--- src/rtl/dedc_pkg.sv ---
package dedc_pkg;

    typedef enum logic [1:0] {
        OP_HOLD = 2'd0,
        OP_LOAD = 2'd1,
        OP_INC  = 2'd2,
        OP_DEC  = 2'd3
    } cnt_op_e;

    // Load beats counting; up beats down when both are requested.
    function automatic cnt_op_e decode_op(input logic load, input logic up, input logic dn);
        if (load)    return OP_LOAD;
        else if (up) return OP_INC;
        else if (dn) return OP_DEC;
        else         return OP_HOLD;
    endfunction

endpackage

--- src/rtl/dedc_next.sv ---
module dedc_next
    import dedc_pkg::*;
#(
    parameter int WIDTH = 4
) (
    input  cnt_op_e          op,
    input  logic [WIDTH-1:0] cur,
    input  logic [WIDTH-1:0] din,
    output logic [WIDTH-1:0] nxt
);
    localparam logic [WIDTH-1:0] ONE = WIDTH'(1);

    always_comb begin
        unique case (op)
            OP_LOAD: nxt = din;
            OP_INC:  nxt = cur + ONE;
            OP_DEC:  nxt = cur - ONE;
            default: nxt = cur;
        endcase
    end
endmodule

--- src/rtl/dedc_edge_bank.sv ---
module dedc_edge_bank #(
    parameter int WIDTH  = 4,
    parameter bit RISING = 1'b1
) (
    input  logic             clk,
    input  logic             clr,
    input  logic [WIDTH-1:0] nxt,
    input  logic [WIDTH-1:0] other,
    output logic [WIDTH-1:0] q
);
    // The bank stores nxt XOR other, so that q XOR other equals nxt
    // right after this bank's edge.
    generate
        if (RISING) begin : g_rise
            always_ff @(posedge clk or posedge clr) begin
                if (clr) q <= '0;
                else     q <= nxt ^ other;
            end
        end else begin : g_fall
            always_ff @(negedge clk or posedge clr) begin
                if (clr) q <= '0;
                else     q <= nxt ^ other;
            end
        end
    endgenerate
endmodule

--- src/rtl/dedc_flags.sv ---
module dedc_flags #(
    parameter int WIDTH = 4
) (
    input  logic [WIDTH-1:0] count,
    input  logic             up_en,
    input  logic             dn_en,
    output logic             tc_up,
    output logic             tc_dn,
    output logic             cas_up,
    output logic             cas_dn
);
    always_comb begin
        tc_up  = &count;
        tc_dn  = ~|count;
        cas_up = tc_up & up_en;
        cas_dn = tc_dn & dn_en;
    end
endmodule

--- src/rtl/dual_edge_updown_counter.sv ---
module dual_edge_updown_counter
    import dedc_pkg::*;
#(
    parameter int WIDTH = 4
) (
    input  logic             clk,
    input  logic             clr,
    input  logic             load,
    input  logic             up_en,
    input  logic             dn_en,
    input  logic [WIDTH-1:0] din,
    output logic [WIDTH-1:0] count,
    output logic             tc_up,
    output logic             tc_dn,
    output logic             cas_up,
    output logic             cas_dn
);
    localparam logic [WIDTH-1:0] ONE = WIDTH'(1);

    cnt_op_e          op;
    logic [WIDTH-1:0] nxt;
    logic [WIDTH-1:0] bank_r;
    logic [WIDTH-1:0] bank_f;

    assign op    = decode_op(load, up_en, dn_en);
    assign count = bank_r ^ bank_f;

    dedc_next #(.WIDTH(WIDTH)) u_next (
        .op  (op),
        .cur (count),
        .din (din),
        .nxt (nxt)
    );

    dedc_edge_bank #(.WIDTH(WIDTH), .RISING(1'b1)) u_bank_r (
        .clk   (clk),
        .clr   (clr),
        .nxt   (nxt),
        .other (bank_f),
        .q     (bank_r)
    );

    dedc_edge_bank #(.WIDTH(WIDTH), .RISING(1'b0)) u_bank_f (
        .clk   (clk),
        .clr   (clr),
        .nxt   (nxt),
        .other (bank_r),
        .q     (bank_f)
    );

    dedc_flags #(.WIDTH(WIDTH)) u_flags (
        .count  (count),
        .up_en  (up_en),
        .dn_en  (dn_en),
        .tc_up  (tc_up),
        .tc_dn  (tc_dn),
        .cas_up (cas_up),
        .cas_dn (cas_dn)
    );

    // Checker state: the inputs and count seen at one edge type, compared
    // at the opposite edge. A clear empties the snapshot at once.
    logic             sr_vld, sf_vld;
    logic             sr_ld,  sf_ld;
    logic             sr_up,  sf_up;
    logic             sr_dn,  sf_dn;
    logic [WIDTH-1:0] sr_cnt, sf_cnt;
    logic [WIDTH-1:0] sr_din, sf_din;

    always_ff @(posedge clk or posedge clr) begin
        if (clr) begin
            sr_vld <= 1'b0; sr_ld <= 1'b0; sr_up <= 1'b0; sr_dn <= 1'b0;
            sr_cnt <= '0;   sr_din <= '0;
        end else begin
            sr_vld <= 1'b1; sr_ld <= load; sr_up <= up_en; sr_dn <= dn_en;
            sr_cnt <= count; sr_din <= din;
        end
    end

    always_ff @(negedge clk or posedge clr) begin
        if (clr) begin
            sf_vld <= 1'b0; sf_ld <= 1'b0; sf_up <= 1'b0; sf_dn <= 1'b0;
            sf_cnt <= '0;   sf_din <= '0;
        end else begin
            sf_vld <= 1'b1; sf_ld <= load; sf_up <= up_en; sf_dn <= dn_en;
            sf_cnt <= count; sf_din <= din;
        end
    end

    a_r2_load_on_rise: assert property (@(negedge clk) disable iff (clr)
        (sr_vld && sr_ld) |-> (count == sr_din));
    a_r2_load_on_fall: assert property (@(posedge clk) disable iff (clr)
        (sf_vld && sf_ld) |-> (count == sf_din));
    a_r3_hold_on_rise: assert property (@(negedge clk) disable iff (clr)
        (sr_vld && !sr_ld && !sr_up && !sr_dn) |-> (count == sr_cnt));
    a_r3_hold_on_fall: assert property (@(posedge clk) disable iff (clr)
        (sf_vld && !sf_ld && !sf_up && !sf_dn) |-> (count == sf_cnt));
    // up wins over down, so these also cover both enables high.
    a_r4_inc_on_rise: assert property (@(negedge clk) disable iff (clr)
        (sr_vld && !sr_ld && sr_up) |-> (count == sr_cnt + ONE));
    a_r4_inc_on_fall: assert property (@(posedge clk) disable iff (clr)
        (sf_vld && !sf_ld && sf_up) |-> (count == sf_cnt + ONE));
    a_r5_dec_on_rise: assert property (@(negedge clk) disable iff (clr)
        (sr_vld && !sr_ld && !sr_up && sr_dn) |-> (count == sr_cnt - ONE));
    a_r5_dec_on_fall: assert property (@(posedge clk) disable iff (clr)
        (sf_vld && !sf_ld && !sf_up && sf_dn) |-> (count == sf_cnt - ONE));
endmodule

--- config.mk ---
export PLATFORM = sky130hd
export DESIGN_NAME = dual_edge_updown_counter
export DESIGN_NICKNAME = d
export VERILOG_FILES = /design/src/rtl/dedc_pkg.sv /design/src/rtl/dedc_next.sv /design/src/rtl/dedc_edge_bank.sv /design/src/rtl/dedc_flags.sv /design/src/rtl/dual_edge_updown_counter.sv
export SDC_FILE = /design/constraint.sdc
export NUM_CORES = 1
export LEC_CHECK = 0
export BUFFER_PORTS_ARGS = -buffer_cell sky130_fd_sc_hd__buf_2
export CORE_UTILIZATION = 47
export CTS_BUF_LIST = sky130_fd_sc_hd__clkbuf_4 sky130_fd_sc_hd__clkbuf_8
export CTS_CLUSTER_SIZE = 28
export DETAILED_ROUTE_END_ITERATION = 10
export PLACE_DENSITY = 0.85
export SLEW_MARGIN = 20
export SYNTH_ARGS = -nofsm -noshare
export SYNTH_HDL_FRONTEND = slang
export SYNTH_SLANG_ARGS = --single-unit
export TNS_END_PERCENT = 100
--- constraint.sdc ---
create_clock -name clk -period 1.9 [get_ports clk]
set_clock_uncertainty 0.2 [all_clocks]
set_input_delay 0.095 -clock clk [delete_from_list [all_inputs] [get_ports clk]]
set_output_delay 0.095 -clock clk [all_outputs]
set_load 0.1 [all_outputs]
==> results of run 1 <==
==> cell usage after synthesis, drive strengths merged <==
cell type  instances  area, um^2
dfrtn              4         100
mux2i              3        30.0
clkbuf             2        7.51
o31ai              1        12.5
ha                 1        12.5
nand2              9        33.8
and3               2        12.5
inv                1        3.75
xnor2              8        70.1
nor2               4        17.5
nor4               1        6.26
dfrtp              4         100
a21oi              2        10.0
nand2b             1        6.26
and2               2        12.5
nor3               1        5.00
xor2              13         121
o21ai             10        50.1
==> stage by stage <==
step / hold slack [ps] / setup WS [ps] / cell area, um^2 / utilization / cells
detailed placement: -148 / -959 / 1080 / 0.932 / 118
global placement: -148 / -885 / 1080 / 0.932 / 118
floorplan: -290 / -1920 / 709 / - / 69
==> cells by family after synthesis <==
kind of cell	after synthesis	synth area share
mux	3	0.0491
xor+xnor	21	0.313
compound gates	13	0.119
simple gates	20	0.153
fa+ha+maj	1	0.0204
flops	8	0.327
buf+inv	3	0.0184
==> results.py, run 1 <==
metrics = {
    "status": {
        "outcome": "aborted with a tool error",
        "lastStage": "clock tree synthesis",
        "error": "[ERROR DPL-0038] Utilization greater than 100%, impossible to legalize",
    },
    "clock_network": {
        "cts.sinks": 8,
        "cts_htree_levels": 1,
        "numCtsBuffers": 3,
        "cts_resized": 17,
        "postCtsSetupBuffers": 6,
        "clock-root-buffer": "clkbuf_4",
        "clockBufferDepth": 2,
        "holdBufCountCts": 3,
    },
    "logic_synthesis": {
        "ys_ff_latch": 8,
        "syn_avg_cell_area_um2": 8.87,
        "syn_area_um2": 612,
        "synth-warning-count": 0,
        "postSynthCellCount": 69,
        "synth_nets": 79,
        "yosysSeqAreaShare": 0.327,
        "ys_types": 20,
    },
    "floorplan": {
        "start_util": 0.529,
        "chipHeight_um": 38.1,
        "fp.dieW_um": 38.1,
        "ios": 17,
        "core.rowCount": 12,
    },
    "placed_design": {
        "numPortBuffers": 16,
        "hpwlAfterDp_um": 1400,
        "gp_routability_congestion": 0.787,
    },
}
==> run 2, diff against run 1 <==
--- a/config.mk
+++ b/config.mk
@@ -6,11 +6,10 @@
 export NUM_CORES = 1
 export LEC_CHECK = 0
 export BUFFER_PORTS_ARGS = -buffer_cell sky130_fd_sc_hd__buf_2
-export CORE_UTILIZATION = 47
-export CTS_BUF_LIST = sky130_fd_sc_hd__clkbuf_4 sky130_fd_sc_hd__clkbuf_8
-export CTS_CLUSTER_SIZE = 28
+export CORE_AREA = 2 2 63 65
 export DETAILED_ROUTE_END_ITERATION = 10
-export PLACE_DENSITY = 0.85
+export DIE_AREA = 0 0 65 67
+export PLACE_DENSITY_LB_ADDON = 0.15
 export SLEW_MARGIN = 20
 export SYNTH_ARGS = -nofsm -noshare
 export SYNTH_HDL_FRONTEND = slang
==> constraint.sdc (replaced) <==
create_clock -name clk -period 2.5 [get_ports clk]
set_clock_uncertainty 0.2 [all_clocks]
set_input_delay 0.125 -clock clk [delete_from_list [all_inputs] [get_ports clk]]
set_output_delay 0.125 -clock clk [all_outputs]
set_load 0.1 [all_outputs]
==> run 2 against run 1 <==
The flow now finishes, with violations (negative setup slack). Area after synthesis unchanged. Synthesized cell count stayed put.
==> results.py, run 2 <==
metrics = {
    "final_layout": {
        "instances_no_fill": 168,
        "final_common_cell": "buf_4",
        "layout-drive-gt1-share": 0.567,
        "top_regs": "u_bank_f.q (4), u_bank_r.q (4)",
        "multi_input_area_um2": 539,
        "fillers": 369,
        "areaGrowthSynthToFinish_pct": 117,
        "final-seq-area_um2": 203,
        "diodes": 0,
        "design_area_um2": 1330,
        "final_nets": 131,
        "layout_common_cells": "24 x buf_4, 9 x xor2_1, 8 x nand2_1, 8 x buf_2, 8 x buf_12",
    },
    "critical_path": {
        "max_stage_delay_ps": 490,
        "path_class": "register to primary output",
        "path_delay_family": "flip-flops",
        "regToRegStartpoint": "u_bank_r.q[1]",
        "cp.required_ps": 2170,
        "cp_slowest_cell": "dfrtn_1",
        "ff2ff_setup_slack_ps": -630,
        "worst_setup_path_start_kind": "register",
        "endpoint_kind": "primary output",
        "cp_max_fo": 4,
        "cp_num_buf_inv": 2,
        "path_cells": "xor2_4 -> buf_6 -> nor4_4 -> and2_4 -> buf_12",
        "cp.arrival_ps": 2880,
        "r2r_end": "u_bank_f.q[1]",
        "reg2regPathDepth": 7,
    },
    "global_route": {
        "grt_pass1_vias": 642,
        "grt_remaining_overflow": 0,
        "antenna_found_initial": 0,
        "grt_usage": 0.0870,
        "grt_start_max_net_pins": 19,
        "grt_pass1_wl_um": 2750,
    },
    "status": {
        "outcome": "finished, violations left",
        "violations": "negative setup slack",
    },
    "floorplan": {
        "chipHeight_um": 67,
        "fp.dieW_um": 65,
        "ios": 17,
        "dieArea_um2": 4360,
        "core-area_um2": 3610,
        "core.rowCount": 22,
        "start_util": 0.170,
    },
    "logic_synthesis": {
        "postSynthCellCount": 69,
        "synth_area_leaders": "xor2_1 17%, dfrtn_1 16%, dfrtp_1 16%, xnor2_1 11%, o21ai_0 8.2%",
        "ys_types": 20,
        "synth_edf_count": 0,
        "yosysMostFrequentCell": "xor2_1",
        "syn_avg_cell_area_um2": 8.87,
        "syn_area_um2": 612,
        "netlist.area_leader.share": 0.172,
        "yosysSeqAreaShare": 0.327,
        "synth-main-ff-cell": "dfrtp_1",
        "synth-warning-count": 0,
        "async_flop_share": 1.00,
        "ys_ff_latch": 8,
        "synth_nets": 79,
        "synth_common_cells": "12 x xor2_1, 10 x o21ai_0, 9 x nand2_1",
        "yosys.area.top_type": "xor2_1",
    },
    "detailed_routing": {
        "firstDrtPassIters": 2,
        "routed_wl_um": 1680,
        "vias": 652,
        "drtIter0Drc": 5,
        "final_antenna_net_count": 0,
        "drcViolationCount": 0,
        "avgRoutedWirePerCell_um": 9.97,
        "vias_per_cell": 3.88,
    },
    "worst_hold_path": {
        "min_from": "din[2]",
        "hold_end": "u_bank_r.q[2]",
        "min_path_cells": 4,
        "hold_class": "input pin to register",
    },
    "placed_design": {
        "place_inst": 153,
        "dp_slack_ps": -643,
        "hpwlAfterDp_um": 1350,
        "numPortBuffers": 16,
        "place_area_um2": 1130,
        "gp_routability_congestion": 0.677,
    },
    "sta": {
        "tightest_slew_ps": 357,
        "hold_viol": 0,
        "finalMaxSlewViolations": 0,
        "timing.max_slew.rel_slack": 0.760,
        "setup_viol": 14,
        "fin_ws_ps": -700,
        "rsz0062_at_grt": "yes",
    },
    "clock_network": {
        "cts.sinks": 8,
        "cts_tree": "built",
        "clock_latency_ps": 260,
        "cts_htree_levels": 1,
        "clk_pin_slew_ps": 50,
        "numCtsBuffers": 3,
        "clock-root-buffer": "clkbuf_8",
        "clockBufferDepth": 2,
    },
    "job": {
        "maxCapViolations": 0,
    },
}
-- run 2: cell counts after synthesis --
Identical to the previous run, type by type.
-- run 2: kinds of logic after synthesis --
family / synth area share
xor+xnor: 0.313
simple gates: 0.153
compound gates: 0.119
flops: 0.327
buf+inv: 0.0184
mux: 0.0491
fa+ha+maj: 0.0204
-- run 2: final cells by class --
cell class	instances	area share
inverter	1	0.00282
sequential	8	0.152
multi-input combinational	58	0.405
tap	48	0.0452
clock buffer	4	0.0339
timing repair buffer	49	0.360
-- run 2: per-stage QoR --
stage	setup TNS (ps)	hold WS, ps	util
global route	-8660	14.8	0.369
detailed placement	-5700	-87.7	0.312
floorplan	-11940	-259	-
finish	-7670	4.61	0.369
global placement	-5560	-92.7	0.312
CTS	-7800	6.90	0.359
-- run 2: how the worst max path moves through the flow --
stage / startpoint / to / slack, ps / depth (start not counted)
2_1_floorplan: u_bank_f.q[1] / cas_dn / -1650 / 3
3_3_place_gp: u_bank_r.q[1] / u_bank_f.q[1] / -610 / 7
3_5_place_dp: u_bank_r.q[1] / u_bank_f.q[1] / -640 / 7
4_1_cts: u_bank_f.q[0] / cas_dn / -720 / 5
5_1_grt: u_bank_f.q[1] / cas_dn / -770 / 5
6_report: u_bank_f.q[1] / cas_dn / -700 / 5
-- run 2: worst min-delay path, stage by stage --
cell and delay, ps:
buf_2 100, xor2_1 60, nand2_1 50, o21ai_1 60
-- run 2: repair_timing --
action,CTS,global route
pin swaps,8,4
hold buffers,2,0
setup buffers,8,2
gates resized for setup,14,7
setup endpoints to repair,14,15
endpoints found under the hold margin,5,0
-- run 2: per-layer routing --
| metal | wire length (um) | vias up | GRT usage |
|---|---|---|---|
| li1 | - | 330 | - |
| met1 | 650 | 300 | 0.0839 |
| met2 | 891 | 17 | 0.162 |
| met3 | 76 | 5 | 0.0135 |
| met4 | 56 | 0 | 0.0718 |
| met5 | 0 | - | 0 |
Power of run 2 is not shown: default switching activity piles up to over one toggle a cycle in this logic, so the estimate is an artifact.
==> run 3, diff against run 2 <==
--- a/config.mk
+++ b/config.mk
@@ -6,6 +6,8 @@
 export NUM_CORES = 1
 export LEC_CHECK = 0
 export BUFFER_PORTS_ARGS = -buffer_cell sky130_fd_sc_hd__buf_2
+export CELL_PAD_IN_SITES_DETAIL_PLACEMENT = 0
+export CELL_PAD_IN_SITES_GLOBAL_PLACEMENT = 1
 export CORE_AREA = 2 2 63 65
 export DETAILED_ROUTE_END_ITERATION = 10
 export DIE_AREA = 0 0 65 67
==> run 3 against run 2 <==
Register-to-register slack about the same. Sequential share of layout area is 0.23 points higher. Die area unchanged. Global-route usage rose by 0.42 points. Non-clock buffer count is 1 lower. The run still ends with negative setup slack left. Final cell count down 0.60%. Hold slack got worse by 3.7 ps. Clock-buffer cell count unchanged.
==> results.py, run 3 (synthesized netlist as in run 2, its figures left out) <==
metrics = {
    "placed_design": {
        "numPortBuffers": 16,
        "hpwlAfterDp_um": 1370,
        "gp_routability_congestion": 0.668,
    },
    "critical_path": {
        "path_cells": "xor2_4 -> buf_6 -> nor4_4 -> and2_4 -> buf_12",
        "max_stage_delay_ps": 490,
        "path_delay_family": "flip-flops",
        "path_class": "register to primary output",
        "cp.arrival_ps": 2850,
        "worst_setup_path_start_kind": "register",
        "cp.required_ps": 2170,
        "cp_slowest_cell": "dfrtn_1",
        "endpoint_kind": "primary output",
        "cp_num_buf_inv": 2,
        "cp_max_fo": 4,
    },
    "clock_network": {
        "numCtsBuffers": 3,
        "clk_pin_slew_ps": 50,
        "clock-root-buffer": "clkbuf_8",
        "clock_latency_ps": 260,
        "clockBufferDepth": 2,
        "cts.sinks": 8,
        "cts_tree": "built",
        "cts_htree_levels": 1,
    },
    "sta": {
        "setup_viol": 14,
        "rsz0062_at_grt": "yes",
        "hold_viol": 0,
        "fin_ws_ps": -675,
        "timing.max_slew.rel_slack": 0.760,
        "finalMaxSlewViolations": 0,
        "holdWs_ps": 0.869,
        "tightest_slew_ps": 359,
    },
    "global_route": {
        "grt_start_max_net_pins": 19,
        "antenna_found_initial": 0,
        "grt_usage": 0.0912,
        "grt_pass1_vias": 667,
        "grt_pass1_wl_um": 2870,
        "grt_remaining_overflow": 0,
    },
    "floorplan": {
        "chipHeight_um": 67,
        "core.rowCount": 22,
        "fp.dieW_um": 65,
        "ios": 17,
        "dieArea_um2": 4360,
        "start_util": 0.170,
        "core-area_um2": 3610,
    },
    "final_layout": {
        "final_common_cell": "buf_4",
        "diodes": 0,
        "layout-drive-gt1-share": 0.555,
        "final_nets": 130,
        "top_regs": "u_bank_f.q (4), u_bank_r.q (4)",
        "areaGrowthSynthToFinish_pct": 113,
        "postLayoutCoreUtil": 0.361,
        "layout_common_cells": "26 x buf_4, 9 x xor2_1, 8 x nand2_1, 8 x buf_2, 8 x buf_12",
    },
    "detailed_routing": {
        "vias": 631,
        "drcViolationCount": 0,
        "vias_per_cell": 3.78,
        "final_antenna_net_count": 0,
        "firstDrtPassIters": 3,
        "drtIter0Drc": 7,
        "avgRoutedWirePerCell_um": 10.5,
        "routed_wl_um": 1750,
    },
    "status": {
        "outcome": "finished, violations left",
        "violations": "negative setup slack",
    },
    "worst_hold_path": {
        "hold_class": "input pin to register",
    },
    "job": {
        "maxCapViolations": 0,
    },
}
[run 3: metal layers]
metal	global-route usage	vias up	share of wire
met5	0	-	0
met3	0.0186	5	0.037
met1	0.100	282	0.44
met2	0.153	17	0.49
met4	0.0718	0	0.035
li1	-	327	-
[run 3: worst paths after layout]
kind | startpoint | end | slack [ps] | cells past startpoint
setup reg to reg | u_bank_r.q[1] | u_bank_f.q[1] | -640 | 7
setup / recovery | u_bank_f.q[1] | cas_dn | -680 | 5
min in group asynchronous | clr | u_bank_r.q[3] | 190 | 3
hold / removal | din[1] | u_bank_r.q[1] | 0.9 | 4
max in group asynchronous | clr | u_bank_f.q[1] | 490 | 3
hold reg to reg | u_bank_f.q[2] | u_bank_f.q[2] | 500 | 3
[run 3: repair_timing]
| action | in CTS | in global routing |
|---|---|---|
| hold buffers | 2 | 0 |
| setup endpoints to repair | 14 | 16 |
| pin swaps | 8 | 2 |
| setup buffers | 6 | 1 |
| hold endpoints to repair | 5 | 0 |
| resized for setup | 10 | 5 |
[run 3: tightest hold or removal path: stages]
cell and delay (ps):
buf_2 100, xor2_1 60, nand2_1 60, o21ai_1 60
[run 3: cell type report]
| cell class | count | area (um^2) |
|---|---|---|
| clock buffer | 4 | 45.0 |
| fill | 382 | 2300 |
| inverter | 1 | 3.75 |
| multi-input combinational | 58 | 532 |
| sequential | 8 | 201 |
| tap | 48 | 60.1 |
| timing repair buffer | 48 | 460 |
[run 3: stage by stage]
step / TNS, ps / std cells / area, um^2 / worst slack, ps
after CTS: -7530 / 166 / 1270 / -692
after detailed placement: -5630 / 154 / 1130 / -619
after floorplan: -11940 / 69 / 708 / -1650
final: -7390 / 167 / 1300 / -675
after global placement: -5390 / 154 / 1130 / -595
after global routing: -8390 / 167 / 1300 / -751
Power of run 3 is left out for the same reason.
==> run 4, diff against run 3 <==
--- a/config.mk
+++ b/config.mk
@@ -5,6 +5,7 @@
 export SDC_FILE = /design/constraint.sdc
 export NUM_CORES = 1
 export LEC_CHECK = 0
+export ABC_AREA = 1
 export BUFFER_PORTS_ARGS = -buffer_cell sky130_fd_sc_hd__buf_2
 export CELL_PAD_IN_SITES_DETAIL_PLACEMENT = 0
 export CELL_PAD_IN_SITES_GLOBAL_PLACEMENT = 1
==> constraint.sdc (replaced) <==
create_clock -name clk -period 2.85 [get_ports clk]
set_clock_uncertainty 0.2 [all_clocks]
set_input_delay 0.1425 -clock clk [delete_from_list [all_inputs] [get_ports clk]]
set_output_delay 0.1425 -clock clk [all_outputs]
set_load 0.1 [all_outputs]
==> run 4 against run 3 <==
The run still ends with negative setup slack left. Hold slack better by 130 ps. Sequential share of layout area is 1.2 points lower. Non-clock buffer count grew 2. Flip-flop and latch count did not move. Wire length grew 17%.
==> results.py, run 4 <==
metrics = {
    "status": {
        "outcome": "finished, violations left",
        "violations": "negative setup slack",
    },
    "detailed_routing": {
        "final_antenna_net_count": 0,
        "drtIter0Drc": 26,
        "vias_per_cell": 3.98,
        "routed_wl_um": 2040,
        "avgRoutedWirePerCell_um": 10.1,
        "firstDrtPassIters": 4,
        "vias": 804,
        "drcViolationCount": 0,
    },
    "floorplan": {
        "ios": 17,
        "chipHeight_um": 67,
        "start_util": 0.180,
        "fp.dieW_um": 65,
        "dieArea_um2": 4360,
        "core-area_um2": 3610,
        "core.rowCount": 22,
    },
    "final_layout": {
        "final_common_cell": "nand2_1",
        "fillers": 378,
        "multi_input_area_um2": 557,
        "final_nets": 166,
        "layout_common_cells": "33 x nand2_1, 25 x buf_4, 11 x nand2_2",
        "diodes": 0,
        "layout-drive-gt1-share": 0.578,
        "final-seq-area_um2": 200,
        "areaGrowthSynthToFinish_pct": 116,
        "top_regs": "u_bank_f.q (4), u_bank_r.q (4)",
    },
    "logic_synthesis": {
        "synth_nets": 111,
        "synth-warning-count": 0,
        "postSynthCellCount": 101,
        "synth_area_leaders": "nand2_1 27%, dfrtn_1 15%, dfrtp_1 15%, inv_1 7.5%, nand3_1 5.4%",
        "synth_common_cells": "46 x nand2_1, 13 x inv_1, 7 x nand3_1",
        "yosys.area.top_type": "nand2_1",
        "yosysMostFrequentCell": "nand2_1",
        "ys_ff_latch": 8,
        "syn_avg_cell_area_um2": 6.44,
        "netlist.area_leader.share": 0.265,
        "syn_area_um2": 651,
        "async_flop_share": 1.00,
        "synth-main-ff-cell": "dfrtp_1",
        "synth_edf_count": 0,
        "ys_types": 19,
        "yosysSeqAreaShare": 0.308,
    },
    "sta": {
        "finalMaxSlewViolations": 0,
        "fin_ws_ps": -392,
        "setup-tns-final_ps": -4130,
        "setup_viol": 14,
        "hold_viol": 0,
        "tightest_slew_ps": 315,
        "rsz0062_at_grt": "yes",
        "timing.max_slew.rel_slack": 0.790,
    },
    "clock_network": {
        "cts.sinks": 8,
        "clockBufferDepth": 2,
        "clock_latency_ps": 250,
        "clk_pin_slew_ps": 40,
        "cts_htree_levels": 1,
        "cts_tree": "built",
        "clock-root-buffer": "clkbuf_8",
        "numCtsBuffers": 3,
    },
    "worst_hold_path": {
        "min_path_cells": 3,
        "hold_class": "input pin to register",
        "hold_end": "u_bank_r.q[0]",
        "min_from": "din[0]",
    },
    "critical_path": {
        "crit_start": "u_bank_f.q[0]",
        "cp.arrival_ps": 2900,
        "reg2regPathDepth": 12,
        "path_class": "register to primary output",
        "regToRegStartpoint": "u_bank_f.q[1]",
        "r2r_end": "u_bank_r.q[2]",
        "worst_setup_path_start_kind": "register",
        "cp_max_fo": 3,
        "ff2ff_setup_slack_ps": -380,
        "cp.required_ps": 2510,
        "endpoint_kind": "primary output",
    },
    "global_route": {
        "grt_pass1_wl_um": 3550,
        "grt_remaining_overflow": 0,
        "grtUsageMet3": 0.0152,
        "grt_pass1_vias": 838,
        "grt_use_met1": 0.120,
        "grt_start_max_net_pins": 9,
        "grt_util_met2": 0.193,
        "grt_usage": 0.108,
        "antenna_found_initial": 0,
        "busiest_layer": "met2",
    },
    "placed_design": {
        "hpwlAfterDp_um": 1660,
        "gp_routability_congestion": 0.814,
        "numPortBuffers": 16,
    },
    "job": {
        "maxCapViolations": 0,
    },
}
==> run 4: per-layer routing <==
layer	share of wire	vias to the layer above
li1	-	427
met1	0.44	358
met2	0.49	14
met3	0.038	5
met4	0.027	0
met5	0	-
==> run 4: timing repair <==
item,CTS,global route
endpoints found under the hold margin,4,0
setup buffers,6,2
resized for setup,24,8
hold buffers,1,0
endpoints found under the setup margin,16,16
pin swaps,10,5
==> run 4: kinds of logic after synthesis <==
logic type,synth area share
compound gates,0.0692
xor+xnor,0.0673
simple gates,0.450
fa+ha+maj,0.0192
flops,0.308
buf+inv,0.0865
==> run 4: area by class of cell <==
| class | instances | share of cell area |
|---|---|---|
| repair buffers | 50 | 0.347 |
| flip-flops and latches | 8 | 0.142 |
| inverters | 15 | 0.0427 |
| well taps | 48 | 0.0427 |
| multi-input cells | 78 | 0.396 |
| clock buffers | 3 | 0.0294 |
==> run 4: worst max path at each step <==
stage	depth (start not counted)	endpoint	slack [ps]
2_1_floorplan	6	cas_up	-870
3_3_place_gp	7	u_bank_r.q[1]	-390
3_5_place_dp	7	u_bank_r.q[1]	-390
4_1_cts	8	cas_up	-400
5_1_grt	12	u_bank_r.q[2]	-500
6_report	6	cas_dn	-390
==> run 4: through the flow <==
step	worst slack (ps)	area (um^2)	util	cells	hold WS (ps)
after CTS	-405	1370	0.380	200	120
final	-392	1410	0.390	202	133
after floorplan	-873	731	-	101	-242
after detailed placement	-394	1180	0.327	190	-86.4
after global routing	-497	1410	0.390	202	161
after global placement	-392	1180	0.327	190	-88.5
==> run 4: critical path: stages (launching register included) <==
cell and delay [ps]:
dfrtn_1 410, nand2_1 90, nand2_4 90, buf_6 110, nand3_4 90, nor3b_4 220, buf_12 200
Power of run 4 is left out for the same reason.
